--- config.mk ---
export PLATFORM = sky130hd
export DESIGN_NAME = jsel_unit
export DESIGN_NICKNAME = d
export VERILOG_FILES = /design/src/rtl/jsel_pkg.sv /design/src/rtl/jsel_hold_reg.sv /design/src/rtl/jsel_cond_eval.sv /design/src/rtl/jsel_out_gate.sv /design/src/rtl/jsel_unit.sv
export SDC_FILE = /design/constraint.sdc
export NUM_CORES = 1
export LEC_CHECK = 0
export ABC_CLOCK_PERIOD_IN_PS = 3650
export BUFFER_PORTS_ARGS = -buffer_cell sky130_fd_sc_hd__buf_2
export CORE_AREA = 4 4 41 43
export DETAILED_ROUTE_END_ITERATION = 12
export DIE_AREA = 0 0 45 47
export PLACE_DENSITY = 0.7
export SLEW_MARGIN = 20
export SYNTH_ARGS = -nofsm -noshare
export SYNTH_HDL_FRONTEND = slang
export SYNTH_HIERARCHICAL = 1
export SYNTH_SLANG_ARGS = --single-unit
--- constraint.sdc ---
create_clock -name clk -period 3.65 [get_ports clk]
set_input_delay 0.73 -clock clk [delete_from_list [all_inputs] [get_ports clk]]
set_output_delay 0.73 -clock clk [all_outputs]
set_load 0.01 [all_outputs]
--- src/rtl/jsel_pkg.sv ---
package jsel_pkg;
   // bit positions shared by cond_sel and cmp_flags
   localparam int unsigned COND_GT = 0;
   localparam int unsigned COND_LT = 1;
   localparam int unsigned COND_EQ = 2;
   localparam int unsigned COND_N  = 3;

   // source of the next address
   typedef enum logic [1:0] {
      SRC_CNT  = 2'd0,
      SRC_TGT  = 2'd1,
      SRC_NONE = 2'd2
   } jsel_src_e;
endpackage

--- src/rtl/jsel_hold_reg.sv ---
module jsel_hold_reg #(
   parameter int unsigned W = 5
) (
   input  logic         clk,
   input  logic         rst_n,
   input  logic         ld_n,
   input  logic [W-1:0] d,
   output logic [W-1:0] q
);
   generate
      if (W < 1) begin : g_bad_w
         $error("jsel_hold_reg: W must be at least 1");
      end
   endgenerate

   always_ff @(posedge clk or negedge rst_n) begin
      if (!rst_n)
         q <= '0;
      else if (!ld_n)
         q <= d;
   end
endmodule

--- src/rtl/jsel_cond_eval.sv ---
module jsel_cond_eval #(
   parameter int unsigned N              = 3,
   parameter bit          UNCOND_IF_NONE = 1'b1
) (
   input  logic [N-1:0] sel,
   input  logic [N-1:0] flags,
   output logic         take
);
   localparam int unsigned LAST = N - 1;

   logic [N-1:0] hit;
   logic [N-1:0] any_chain;

   generate
      if (N < 1) begin : g_bad_n
         $error("jsel_cond_eval: N must be at least 1");
      end
      for (genvar i = 0; i < N; i++) begin : g_term
         assign hit[i] = sel[i] & flags[i];
         if (i == 0) begin : g_first
            assign any_chain[i] = hit[i];
         end else begin : g_next
            assign any_chain[i] = any_chain[i-1] | hit[i];
         end
      end
   endgenerate

   logic none_sel;
   assign none_sel = ~|sel;

   generate
      if (UNCOND_IF_NONE) begin : g_uncond
         assign take = none_sel | any_chain[LAST];
      end else begin : g_cond_only
         assign take = any_chain[LAST];
      end
   endgenerate
endmodule

--- src/rtl/jsel_out_gate.sv ---
module jsel_out_gate
   import jsel_pkg::*;
#(
   parameter int unsigned W = 5
) (
   input  logic         take,
   input  logic         oe_n,
   input  logic [W-1:0] cnt,
   input  logic [W-1:0] tgt,
   output logic [W-1:0] addr
);
   jsel_src_e src;

   always_comb begin
      if (oe_n)
         src = SRC_NONE;
      else if (take)
         src = SRC_TGT;
      else
         src = SRC_CNT;
   end

   logic pick_cnt, pick_tgt;
   assign pick_cnt = (src == SRC_CNT);
   assign pick_tgt = (src == SRC_TGT);

   // AND-OR selection per bit, zero when neither source is picked
   generate
      for (genvar b = 0; b < W; b++) begin : g_bit
         assign addr[b] = (pick_cnt & cnt[b]) | (pick_tgt & tgt[b]);
      end
   endgenerate
endmodule

--- src/rtl/jsel_unit.sv ---
module jsel_unit
   import jsel_pkg::*;
#(
   parameter int unsigned ADDR_W         = 5,
   parameter bit          UNCOND_IF_NONE = 1'b1
) (
   input  logic              clk,
   input  logic              rst_n,
   input  logic [ADDR_W-1:0] cnt_in,
   input  logic              cnt_ld_n,
   input  logic [ADDR_W-1:0] tgt_in,
   input  logic              tgt_ld_n,
   input  logic [COND_N-1:0] cond_sel,
   input  logic [COND_N-1:0] cmp_flags,
   input  logic              oe_n,
   output logic [ADDR_W-1:0] nxt_addr
);
   generate
      if (ADDR_W < 1 || ADDR_W > 32) begin : g_bad_addr
         $error("jsel_unit: ADDR_W must be within 1..32");
      end
   endgenerate

   logic [ADDR_W-1:0] cnt_q;
   logic [ADDR_W-1:0] tgt_q;
   logic              take;

   jsel_hold_reg #(.W(ADDR_W)) u_cnt_reg (
      .clk  (clk),
      .rst_n(rst_n),
      .ld_n (cnt_ld_n),
      .d    (cnt_in),
      .q    (cnt_q)
   );

   jsel_hold_reg #(.W(ADDR_W)) u_tgt_reg (
      .clk  (clk),
      .rst_n(rst_n),
      .ld_n (tgt_ld_n),
      .d    (tgt_in),
      .q    (tgt_q)
   );

   jsel_cond_eval #(.N(COND_N), .UNCOND_IF_NONE(UNCOND_IF_NONE)) u_eval (
      .sel  (cond_sel),
      .flags(cmp_flags),
      .take (take)
   );

   jsel_out_gate #(.W(ADDR_W)) u_gate (
      .take(take),
      .oe_n(oe_n),
      .cnt (cnt_q),
      .tgt (tgt_q),
      .addr(nxt_addr)
   );
endmodule

==> impl_metrics.ini <==
[clock_tree]
clkSlewWorstSetupHoldPaths_ps = 60
root_buffer = clkbuf_4
tritoncts = done
cts_buffer_depth = 2
cts-resized-gates = 0
postCtsSetupBuffers = 0
clk_latency_ps = 250
clock-sinks = 10
cts_buffers = 3
cts_hold_buf = 0
htree_levels = 1

[worst_setup_path]
crit_type = in2out
critPathSlowestCell = o31ai_1
start_kind = input port
end_kind = output pin
path_depth = 5
max_stage_delay_ps = 780
crit_arrival_ps = 2080
rr_endpoint = u_tgt_reg/q[4]$_DFFE_PN0N_
path_cells = buf_2 -> o31ai_1 -> mux2i_1 -> nor2_1 -> buf_2
crit_top_cell = buf_2
r2r-start = u_tgt_reg/q[4]$_DFFE_PN0N_
rr_worst_depth = 1
required_ps = 2920
crit_fanout = 5
crit_buf_inv = 2
cp_top_family = compound AO/OA/AOI/OAI gates
ff2ff_setup_slack_ps = 2880

[die]
die_x_um = 45
die_y_um = 47
start_util_pct = 35.4
fp.dieArea_sq_mm = 0.00212
row_count = 13
ios = 26
core_area_sq_mm = 0.00130

[synth]
seq_area_frac_synth_pct = 54.3
synthesis.nets = 54
ys_ff_latch = 10
netlist_instances = 33
yosys_warnings = 6
avgSynthCellArea_sq_um = 14.0
syn_area_sq_um = 460
synth.distinct_cells = 7

[drt]
wl_per_cell_um = 12.2
dr.pass1.iters = 4
wirelength_um = 930
drcViolationCount = 0
vias_per_cell = 4.67
ant_nets = 0
num_vias = 355
drtIter0Drc = 2

[pwr]
swShare_pct = 22.5
pwr-share-seq_pct = 47.3
ir_drop_mv = 0.216
clkPwrFrac_pct = 35.0
netSwitchingPower_mw = 0.0610
p_per_area_mw_per_mm2 = 431
power_frac_comb_pct = 17.7
p_leak_nw = 0.329
total_power_mw = 0.271
p_int_mw = 0.210

[place]
gp_congestion = 0.657
dpl_cell_area_sq_um = 593
io_buffer_count = 25
dp_worst_setup_slack_ps = 841
placed_cells = 72

[grt]
grt_start_max_net_pins = 11
grt_pass1_vias = 378
grt.total_usage_pct = 10.4
busiest_layer = met2
grt_pass1_wl_um = 1510
grt_util_met3_pct = 3.07
use_met1_pct = 11.7
grt_antenna_before_repair = 0
met2_usage_pct = 16.1
grt-ovfl-total = 0

[cells_and_area]
area_growth_pct = 36.7
regArea_sq_um = 250
final_nets = 83
antenna_cells = 0
fin_cells = 76
design_area_sq_um = 629
multi_input_area_sq_um = 199
drive_gt1_share_pct = 63.9
final_util_pct = 48.4
nFillCells = 136

[sta]
hold_violations = 0
fin_tns_setup_ps = 0
fin_crit_sh_pct = 77.0
skew_ps = 0
fmax_mhz = 356
setup_viol = 0
slew_headroom_pct = 38.3
max_slew.worst_pin.slew_ps = 918
rsz0062_at_grt = no
finalCriticalPeriod_ps = 2810
worst_slack_ps = 841
whs_ps = 316
final_max_slew_viol_count = 0

[outcome]
status = finished clean

[job]
max_cap_viol_count = 0

[worst_hold_path]
hold_class = in2async
-- routing by layer --
metal / routed length [um] / vias to the layer above
li1: - / 176
met1: 371 / 163
met2: 450 / 16
met3: 108 / 0
met4: 0 / 0
met5: 0 / -
-- cells in the final DEF, fill, tap and decap left out, drive strengths merged --
| master | count |
|---|---|
| buf | 25 |
| mux2 | 10 |
| clkbuf | 4 |
| a222oi | 1 |
| dfrtp | 10 |
| mux2i | 5 |
| nor2 | 5 |
| o31ai | 1 |
-- power by group through the flow --
stage / sequential (mW) / combinational, mW / clock (mW)
4_1_cts: 0.128 / 0.0490 / 0.0993
3_3_place_gp: 0.130 / 0.0475 / 0
3_5_place_dp: 0.130 / 0.0489 / 0
2_1_floorplan: 0.128 / 0.0286 / 0
6_report: 0.128 / 0.0480 / 0.0949
5_1_grt: 0.129 / 0.0544 / 0.107
-- sequential cells by signal, summed over array words and instances (netlist names) --
name,cells
u_tgt_reg/q,5
u_cnt_reg/q,5
-- final cells by class --
| class | instances | area share (%) |
|---|---|---|
| flip-flops and latches | 10 | 39.8 |
| multi-input cells | 22 | 31.6 |
| clock buffers | 4 | 5.77 |
| well taps | 15 | 2.98 |
| repair buffers | 25 | 19.9 |
-- worst max-delay path by stage --
| stage | endpoint | slack [ps] | from |
|---|---|---|---|
| floorplan | nxt_addr[0] | 1350 | cmp_flags[0] |
| global placement | nxt_addr[0] | 890 | cond_sel[1] |
| detailed placement | nxt_addr[3] | 840 | cond_sel[1] |
| CTS | nxt_addr[3] | 840 | cond_sel[1] |
| global route | nxt_addr[1] | 700 | cond_sel[1] |
| finish | nxt_addr[1] | 840 | cond_sel[1] |
-- kinds of logic (layout without fill, tap and decap cells) --
family	after synthesis	count (layout)	share of synthesized area, %
flip-flops	10	10	54.3
multiplexers	15	15	35.3
buffers and inverters	1	29	2.45
AO/OA/AOI/OAI	2	2	3.81
AND/OR/NAND/NOR	5	5	4.08
-- cells in the mapped netlist --
cell,n,area share [%]
dfrtp_1,10,54
mux2_2,10,24
mux2i_1,5,11
nor2_1,5,4.1
a222oi_1,1,2.2
buf_6,1,2.4
o31ai_1,1,1.6
Power figures use the tool's default switching activity.
